$ cat src/rtl/clkgen_pkg.sv
package clkgen_pkg;
    localparam int CG_ACC_W  = 24;
    localparam int CG_ADDR_W = 2;

    typedef enum logic [1:0] {
        CMD_RUN  = 2'd0,
        CMD_LOAD = 2'd1,
        CMD_STOP = 2'd2
    } cg_cmd_e;
endpackage

$ cat src/rtl/clkgen_cmd_dec.sv
module clkgen_cmd_dec
    import clkgen_pkg::*;
#(
    parameter int ACC_W  = CG_ACC_W,
    parameter int ADDR_W = CG_ADDR_W
) (
    input  logic              wr_en,
    input  logic [ADDR_W-1:0] wr_addr,
    input  logic [ACC_W-1:0]  wr_data,
    output cg_cmd_e           cmd
);
    logic hit;

    always_comb begin
        hit = wr_en && (wr_addr == '0);
        cmd = CMD_RUN;
        if (hit) begin
            cmd = (wr_data == '0) ? CMD_STOP : CMD_LOAD;
        end
    end
endmodule

$ cat src/rtl/clkgen_tword.sv
module clkgen_tword
    import clkgen_pkg::*;
#(
    parameter int ACC_W = CG_ACC_W
) (
    input  logic             clk,
    input  logic             rst_n,
    input  cg_cmd_e          cmd,
    input  logic [ACC_W-1:0] wr_data,
    output logic [ACC_W-1:0] tword
);
    typedef struct packed {
        logic [ACC_W-1:0] tw;
    } tw_state_t;

    tw_state_t st_d, st_q;

    always_comb begin
        st_d = st_q;
        case (cmd)
            CMD_LOAD: st_d.tw = wr_data;
            CMD_STOP: st_d.tw = '0;
            default:  st_d.tw = st_q.tw;
        endcase
    end

    always_ff @(posedge clk) begin
        if (!rst_n) st_q <= '0;
        else        st_q <= st_d;
    end

    assign tword = st_q.tw;

    // the word only moves on a decoded load or stop
    assert_word_hold_R7: assert property (@(posedge clk) disable iff (!rst_n)
        (cmd == CMD_RUN) |=> $stable(tword));
    assert_stop_clears_word_R6: assert property (@(posedge clk) disable iff (!rst_n)
        (cmd == CMD_STOP) |=> (tword == '0));
endmodule

$ cat src/rtl/clkgen_phase.sv
module clkgen_phase
    import clkgen_pkg::*;
#(
    parameter int ACC_W = CG_ACC_W
) (
    input  logic             clk,
    input  logic             rst_n,
    input  cg_cmd_e          cmd,
    input  logic [ACC_W-1:0] tword,
    output logic             msb
);
    localparam logic [ACC_W-1:0] HALF_SCALE = {1'b1, {(ACC_W-1){1'b0}}};

    typedef struct packed {
        logic [ACC_W-1:0] acc;
    } ph_state_t;

    ph_state_t st_d, st_q;

    always_comb begin
        st_d = st_q;
        unique case (cmd)
            CMD_LOAD: st_d.acc = HALF_SCALE;
            CMD_STOP: st_d.acc = '0;
            default:  st_d.acc = st_q.acc + tword;
        endcase
    end

    always_ff @(posedge clk) begin
        if (!rst_n) st_q <= '0;
        else        st_q <= st_d;
    end

    assign msb = st_q.acc[ACC_W-1];

    assert_preset_on_load_R4: assert property (@(posedge clk) disable iff (!rst_n)
        (cmd == CMD_LOAD) |=> (st_q.acc == HALF_SCALE));
    assert_stop_clears_acc_R6: assert property (@(posedge clk) disable iff (!rst_n)
        (cmd == CMD_STOP) |=> (st_q.acc == '0));
    assert_accumulate_wraps_R2: assert property (@(posedge clk) disable iff (!rst_n)
        (cmd == CMD_RUN) |=> (st_q.acc == ACC_W'($past(st_q.acc) + $past(tword))));
endmodule

$ cat src/rtl/clkgen_nco.sv
module clkgen_nco
    import clkgen_pkg::*;
#(
    parameter int ACC_W  = CG_ACC_W,
    parameter int ADDR_W = CG_ADDR_W
) (
    input  logic              clk,
    input  logic              rst_n,
    input  logic              wr_en,
    input  logic [ADDR_W-1:0] wr_addr,
    input  logic [ACC_W-1:0]  wr_data,
    output logic              clk_out
);
    cg_cmd_e          cmd;
    logic [ACC_W-1:0] tword;

    clkgen_cmd_dec #(.ACC_W(ACC_W), .ADDR_W(ADDR_W)) u_dec (
        .wr_en   (wr_en),
        .wr_addr (wr_addr),
        .wr_data (wr_data),
        .cmd     (cmd)
    );

    clkgen_tword #(.ACC_W(ACC_W)) u_tword (
        .clk     (clk),
        .rst_n   (rst_n),
        .cmd     (cmd),
        .wr_data (wr_data),
        .tword   (tword)
    );

    clkgen_phase #(.ACC_W(ACC_W)) u_phase (
        .clk   (clk),
        .rst_n (rst_n),
        .cmd   (cmd),
        .tword (tword),
        .msb   (clk_out)
    );

    // a zero word means the line is parked low
    assert_stopped_low_R6: assert property (@(posedge clk) disable iff (!rst_n)
        (tword == '0) |-> !clk_out);
    // any accepted nonzero load drives the line high on the next cycle
    assert_load_rises_R4: assert property (@(posedge clk) disable iff (!rst_n)
        (wr_en && wr_addr == '0 && wr_data != '0) |=> clk_out);
endmodule

$ cat config.mk
export PLATFORM = sky130hd
export DESIGN_NAME = clkgen_nco
export DESIGN_NICKNAME = d
export VERILOG_FILES = /design/src/rtl/clkgen_pkg.sv /design/src/rtl/clkgen_cmd_dec.sv /design/src/rtl/clkgen_tword.sv /design/src/rtl/clkgen_phase.sv /design/src/rtl/clkgen_nco.sv
export SDC_FILE = /design/constraint.sdc
export NUM_CORES = 1
export LEC_CHECK = 0
export BUFFER_PORTS_ARGS = -buffer_cell sky130_fd_sc_hd__buf_2
export CELL_PAD_IN_SITES_DETAIL_PLACEMENT = 0
export CELL_PAD_IN_SITES_GLOBAL_PLACEMENT = 2
export CORE_MARGIN = 5
export CORE_UTILIZATION = 36
export CTS_CLUSTER_DIAMETER = 150
export DETAILED_ROUTE_END_ITERATION = 12
export GPL_TIMING_DRIVEN = 0
export PLACE_DENSITY = 0.83
export SYNTH_ARGS = -nofsm -noshare
export SYNTH_HDL_FRONTEND = slang
export SYNTH_SLANG_ARGS = --single-unit
$ cat constraint.sdc
create_clock -name clk -period 2.9 [get_ports clk]
set_clock_uncertainty 0.15 [all_clocks]
set_input_delay 0.145 -clock clk [delete_from_list [all_inputs] [get_ports clk]]
set_output_delay 0.145 -clock clk [all_outputs]
set_load 0.03 [all_outputs]
**After elaboration in Yosys (flattened, before gate mapping)**

Cells that the tools add are included.

- $add $sub $neg: 1
- Equal/unequal tests: 2
- Muxes and demuxes: 4
- Reduce and logical (&&, ||, !) cells: 4

Operator list:

| kind | count |
|---|---|
| 24-bit one-hot mux with 2 select lines | 2 |
| 24-bit adder | 1 |
| 24-bit logical NOT | 1 |
| 2-bit two-way mux | 2 |
| 2-bit by 1-bit equality test with 1-bit output, second input constant | 1 |
| 2-bit equality test, second input constant | 1 |
| 2-bit logical NOT | 1 |
| 2-bit nonzero test | 1 |
| 1-bit logical AND | 1 |

- Register bits: 48
- Input port bits: 29
- Output and inout bits: 1

**Longest topological paths before layout**

Gate-level depths: netlist (run 1).

- Word-level depth: 5
- Gate-level depth with buffers: 8

**By module**

A second synthesis (run 1) with hierarchy kept.

- Cells, all modules: 341
- Area total of the unflattened synthesis: 2919.0 µm²

By module, submodules not included:

| module | times used | cells each | area an instance (µm²) | sequential area each (µm²) |
|---|---|---|---|---|
| clkgen_phase | 1 | 221 | 1856.8 | 480.5 |
| clkgen_tword | 1 | 108 | 980.9 | 480.5 |
| clkgen_cmd_dec | 1 | 12 | 81.3 | 0.0 |

**Worst setup path after synthesis (run 1)**

No wires, ideal clock.

- Kind: reg2reg
- Start point: register u_tword.st_q, in the netlist u_tword.tword[0]
- End point: register u_phase.st_q[8] (netlist bit)
- Setup time: 0.128 ns
- Arrival time: 1.978 ns
- Required time: 2.622 ns
- Setup slack: 0.645 ns
- Stages on the path, launching flop included: 9
- Buffers on the path: 0
- Clock period less this slack: 2.255 ns
- Cell sequence: dfxtp_1 ha_1 fa_1 a21o_2 a221o_1 a21o_1 a21oi_1 xor2_1 nor2_1

- Cells in the longest elaborated chain, start to end: 2

RTL lines:

| item | line | source |
|---|---|---|
| start, declared | clkgen_tword.sv:16 | `tw_state_t st_d, st_q;` |
| start signal, assigned | clkgen_tword.sv:29 | `else st_q <= st_d;` |
| 24-bit adder | clkgen_phase.sv:25 | `default: st_d.acc = st_q.acc + tword;` |
| 24-bit one-hot mux with 2 select lines | clkgen_phase.sv:22 | `unique case (cmd)` |
| end signal, assigned | clkgen_phase.sv:31 | `else st_q <= st_d;` |
| end, declared | clkgen_phase.sv:18 | `ph_state_t st_d, st_q;` |

Every way passes these cells.
A chain may end at the register's enable or synchronous reset.

**Final worst setup path (run 1)**

- Start point: register u_tword.st_q, in the netlist u_tword.tword[0]
- End point: register u_phase.st_q[18] (netlist bit)

Same word-level chain as after synthesis.

==> results.json, run 1 <==
{
  "dieHeight_um": 95.3,
  "cts_tree": "done",
  "overflow": 0,
  "hold_slack_ns": 0.0648,
  "cp_top_family": "compound AO/OA/AOI/OAI gates",
  "vias_per_cell": 5.19,
  "fmax_mhz": 379,
  "finalSetupViolations": 0,
  "grt_max_degree": 16,
  "hold_class": "in2reg",
  "synth-edff-count": 0,
  "netlist_area_um2": 2620,
  "htree_levels": 2,
  "first_iter_violations": 112,
  "drtAntennaViolNets": 0,
  "synth.area.top_cells": "dfxtp_1 37%, ha_1 11%, a22o_1 8.0%",
  "setup_tns_ns": 0,
  "dr.pass1.iters": 4,
  "dieArea_um2": 9090,
  "avgSynthCellArea_um2": 9.23,
  "grt_pass1_vias": 2251,
  "cts_sinks": 48,
  "layout_worst_path_cycle_share_pct": 91.1,
  "clk_latency_ns": 0.30,
  "most-common-layout-cells": "48 x dfxtp_1, 33 x buf_2, 25 x dlygate4sd3_1, 24 x a22o_1, 24 x a21oi_1",
  "path_buf_inv": 0,
  "synth_nets": 337,
  "post-route-drc-count": 0,
  "globalplace.congestion": 0.800,
  "crit_arrival_ns": 2.66,
  "wire_per_inst_um": 15.0,
  "max_stage_delay_ns": 0.45,
  "die_x_um": 95.3,
  "syn_to_final_growth_pct": 24.4,
  "synth-async-reset-ratio_pct": 0,
  "total_power_w": 0.00139,
  "cp-start-kind": "register",
  "initial_utilization_pct": 36.5,
  "core_area_um2": 7180,
  "synth_top_area_share_pct": 36.7,
  "synth.distinct_cells": 47,
  "worst_path_max_delay_cell": "fa_1",
  "clkTransAtPathRegs_ns": 0.09,
  "vias": 2311,
  "nNetsFinal": 398,
  "ctsRootBufferMaster": "clkbuf_8",
  "syn_inst": 284,
  "synth-seq-area-share_pct": 36.7,
  "drt_wl_total_um": 6690,
  "path_cells": "ha_1 -> fa_1 -> a21o_2 -> a221oi_2 -> o22ai_1 -> o21ai_0 -> xor2_1 -> nor2_1",
  "p_per_area_nw_per_um2": 425,
  "hpwlAfterDp_um": 5130,
  "layout-drive-gt1-share_pct": 16.2,
  "cts_setup_buffers": 0,
  "power_leakage_nw": 1.45,
  "endpoint_kind": "register",
  "numCtsBuffers": 5,
  "grt_usage_pct": 15.7,
  "io_buffers": 29,
  "status": "completed",
  "cp_max_fo": 3,
  "ys_seq_elements": 48,
  "yosys_warnings": 0,
  "synth_top_area_cell": "dfxtp_1",
  "synth_flop_cell": "dfxtp_1",
  "antenna_found_initial": 0,
  "grt_pass1_wl_um": 11100,
  "ir_drop_mv": 0.205,
  "maxSlewViolCount": 0,
  "maxCapViolCount": 0,
  "crit_required_ns": 2.92,
  "rsz0062_at_grt": "false",
  "critical_path_class": "reg2reg",
  "finalHoldViolations": 0,
  "io_pins": 30,
  "diodes": 0,
  "cts.path.max_buffers": 2,
  "rows": 31,
  "period_minus_slack_ns": 2.64,
  "post_cts_resized": 0,
  "max_slew_margin_pct": 62.1,
  "tightest_slew_ns": 0.568,
  "final_common_cell": "dfxtp_1"
}
-- power breakdown --
part | internal, W | switching, W | total [W]
clock network | 0.000282 | 0.000231 | 0.000513
registers | 0.000684 | 0.0000134 | 0.000697
logic | 0.0000870 | 0.0000902 | 0.000177
-- area by class of cell --
| cell class | instances | area, um^2 |
|---|---|---|
| Clock buffer | 6 | 82.6 |
| Tap cell | 99 | 124 |
| Multi-Input combinational cell | 224 | 1600 |
| Clock inverter | 2 | 38.8 |
| Timing Repair Buffer | 54 | 395 |
| Buffer | 11 | 61.3 |
| Sequential cell | 48 | 961 |
| Fill cell | 720 | 3910 |
| Inverter | 1 | 3.75 |
-- cell usage after synthesis (3+ instances only) --
cell,n
a21o_1,4
a21o_2,3
a21oi_1,24
a22o_1,24
and2_1,4
and3_1,5
buf_2,4
clkbuf_1,4
dfxtp_1,48
ha_1,23
nand2_1,21
nand3_1,7
nand4_1,4
nor2_1,23
nor3_1,8
nor4_1,6
o21a_1,8
o21ai_0,13
xnor2_1,9
xor2_1,8
-- worst min-delay path: stages --
cell     delay (ns)
buf_2          0.10
nand2_1        0.09
and3_1         0.15
-- registers in the layout, indices dropped and copies added, names as in the netlist --
name,flops
u_phase.st_q,24
u_tword.tword,24
-- what timing repair did --
| item | CTS | global route |
|---|---|---|
| hold buffers | 25 | 0 |
| hold endpoints to repair | 26 | 0 |
| setup endpoints to repair | 0 | 0 |
-- layer usage --
layer / wire length [um] / share of wire [%] / GRT usage (%)
met1: 3400 / 51 / 22.0
met2: 3090 / 46 / 25.5
met3: 143 / 2.1 / 2.37
met4: 64 / 0.96 / 3.25
met5: 0 / 0 / 0
-- logic make-up after synthesis --
group | synth area share, %
compound gates | 27.6
buf+inv | 2.48
xor+xnor | 5.68
fa+ha+maj | 11.7
simple gates | 15.8
flops | 36.7
-- metrics by stage --
step	area (um^2)	util, %	setup slack (ns)	std cells
floorplan	2620	-	0.645	284
global placement	2890	40.3	0.302	412
detailed placement	2890	40.3	0.290	412
CTS	3260	45.5	0.271	445
global route	3260	45.5	0.125	445
finish	3260	45.5	0.259	445
-- final timing paths --
path / start / to / slack [ns] / depth (start not counted)
max reg2reg: u_tword.tword[0] / u_phase.st_q[18] / 0.26 / 8
min: wr_en / u_phase.st_q[0] / 0.06 / 3
min reg2reg: u_tword.tword[13] / u_tword.tword[13] / 0.34 / 1
max: u_tword.tword[0] / u_phase.st_q[18] / 0.26 / 8
Power figures use the tool's default switching activity.
==> inputs of run 2 (changes only) <==
--- a/config.mk
+++ b/config.mk
@@ -14,6 +14,7 @@
 export DETAILED_ROUTE_END_ITERATION = 12
 export GPL_TIMING_DRIVEN = 0
 export PLACE_DENSITY = 0.83
+export SKIP_CTS_REPAIR_TIMING = 1
 export SYNTH_ARGS = -nofsm -noshare
 export SYNTH_HDL_FRONTEND = slang
 export SYNTH_SLANG_ARGS = --single-unit
==> constraint.sdc (replaced) <==
create_clock -name clk -period 2.9 [get_ports clk]
set_clock_uncertainty 0.15 [all_clocks]
set_input_delay 0.145 -clock clk [delete_from_list [all_inputs] [get_ports clk]]
set_output_delay 0.145 -clock clk [all_outputs]
set_load 0.005 [all_outputs]
==> results.json, run 2 (synthesis gave the netlist of run 1 again) <==
{
  "status": "completed",
  "cts.path.max_buffers": 2,
  "globalplace.congestion": 0.800,
  "cts_tree": "done",
  "nFillCells": 718,
  "clk_latency_ns": 0.29,
  "rsz0062_at_grt": "false",
  "r2r_slack_ns": 0.26,
  "path_cells": "ha_1 -> fa_1 -> a21o_2 -> a221oi_2 -> o22ai_1 -> o21ai_0 -> xor2_1 -> nor2_1",
  "cts_sinks": 48,
  "nNetsFinal": 398,
  "p_comb_share_pct": 12.6,
  "p_per_area_nw_per_um2": 424,
  "htree_levels": 2,
  "cp-start-kind": "register",
  "rows": 31,
  "clockPowerShare_pct": 36.9,
  "finalSetupViolations": 0,
  "initial_utilization_pct": 36.5,
  "final_common_cell": "dfxtp_1",
  "cp_max_fo": 3,
  "dieArea_um2": 9090,
  "period_minus_slack_ns": 2.64,
  "vias_per_cell": 5.16,
  "diodes": 0,
  "setup_tns_ns": 0,
  "dpl-instance-area_um2": 2890,
  "layout_worst_path_cycle_share_pct": 91.0,
  "drtAntennaViolNets": 0,
  "syn_to_final_growth_pct": 24.4,
  "ctsRootBufferMaster": "clkbuf_8",
  "hold_class": "in2reg",
  "switching_share_pct": 23.8,
  "ir_drop_mv": 0.204,
  "critical_path_class": "reg2reg",
  "wire_per_inst_um": 15.0,
  "power_leakage_nw": 1.45,
  "drt_wl_total_um": 6700,
  "hpwlAfterDp_um": 5130,
  "fin_area_um2": 3260,
  "vias": 2297,
  "max_slew_margin_pct": 62.9,
  "first_iter_violations": 132,
  "grt_usage_pct": 14.9,
  "layout-drive-gt1-share_pct": 16.2,
  "dieHeight_um": 95.3,
  "numCtsBuffers": 5,
  "grt_pass1_vias": 2134,
  "clkTransAtPathRegs_ns": 0.09,
  "overflow": 0,
  "dr.pass1.iters": 4,
  "crit_required_ns": 2.92,
  "grt_pass1_wl_um": 10500,
  "finalHoldViolations": 0,
  "p_int_w": 0.00105,
  "post-route-drc-count": 0,
  "endpoint_kind": "register",
  "maxCapViolCount": 0,
  "power_switching_w": 0.000330,
  "io_buffers": 29,
  "io_pins": 30,
  "worst_path_max_delay_cell": "fa_1",
  "crit_arrival_ns": 2.66,
  "antenna_found_initial": 0,
  "core_area_um2": 7180,
  "die_x_um": 95.3,
  "maxSlewViolCount": 0,
  "pwr-share-seq_pct": 50.4,
  "max_stage_delay_ns": 0.45,
  "tightest_slew_ns": 0.556,
  "most-common-layout-cells": "48 x dfxtp_1, 33 x buf_2, 25 x dlygate4sd3_1, 24 x a22o_1, 24 x a21oi_1",
  "fmax_mhz": 379,
  "grt_max_degree": 16
}
[run 2: metrics by stage]
| step | setup WS, ns | cells | power, W | utilization, % | hold slack [ns] |
|---|---|---|---|---|---|
| 6_report | 0.262 | 445 | 0.00138 | 45.5 | 0.0656 |
| 3_3_place_gp | 0.302 | 412 | 0.000861 | 40.3 | 0.228 |
| 2_1_floorplan | 0.645 | 284 | 0.000807 | - | 0.128 |
| 4_1_cts | 0.271 | 420 | 0.00138 | 42.0 | -0.0811 |
| 5_1_grt | 0.125 | 445 | 0.00145 | 45.5 | 0.0971 |
| 3_5_place_dp | 0.290 | 412 | 0.000862 | 40.3 | 0.232 |
[run 2: final cells by class]
type                       instances  area, um^2  share of cell area (%)
buffer                            11        61.3                    1.88
clock buffer                       6        82.6                    2.53
inverter                           1        3.75                   0.115
tap                               99         124                    3.80
timing repair buffer              54         395                    12.1
sequential                        48         961                    29.5
clock inverter                     2        38.8                    1.19
multi-input combinational        224        1600                    48.9
[run 2: routing by layer]
metal  track usage [%]  vias to the layer above  share of wire (%)
met5                 0                        -                  0
met4              3.25                        0               0.69
met3              2.37                        2                2.6
met2              24.0                       32                 46
met1              21.0                     1070                 50
li1                  -                     1193                  -
[run 2: power groups by stage]
stage	Clock, W	Combinational [W]	Sequential, W
2_1_floorplan	0	0.0000989	0.000708
3_3_place_gp	0	0.000148	0.000712
3_5_place_dp	0	0.000148	0.000713
4_1_cts	0.000529	0.000150	0.000698
5_1_grt	0.000551	0.000196	0.000700
6_report	0.000511	0.000175	0.000697
[run 2: worst paths after layout]
kind         depth (start not counted)         startpoint                end
max                                  8   u_tword.tword[0]   u_phase.st_q[18]
min                                  3              wr_en    u_phase.st_q[0]
max reg2reg                          8   u_tword.tword[0]   u_phase.st_q[18]
min reg2reg                          1  u_tword.tword[13]  u_tword.tword[13]
[run 2: worst max-delay path, delay by kind of cell, from the launching register on]
family / cells / cell delay (ns)
AO/OA/AOI/OAI: 4 / 1.08
adder cells (fa/ha/maj): 2 / 0.72
flip-flops: 1 / 0.33
XOR/XNOR: 1 / 0.18
AND/OR/NAND/NOR: 1 / 0.06
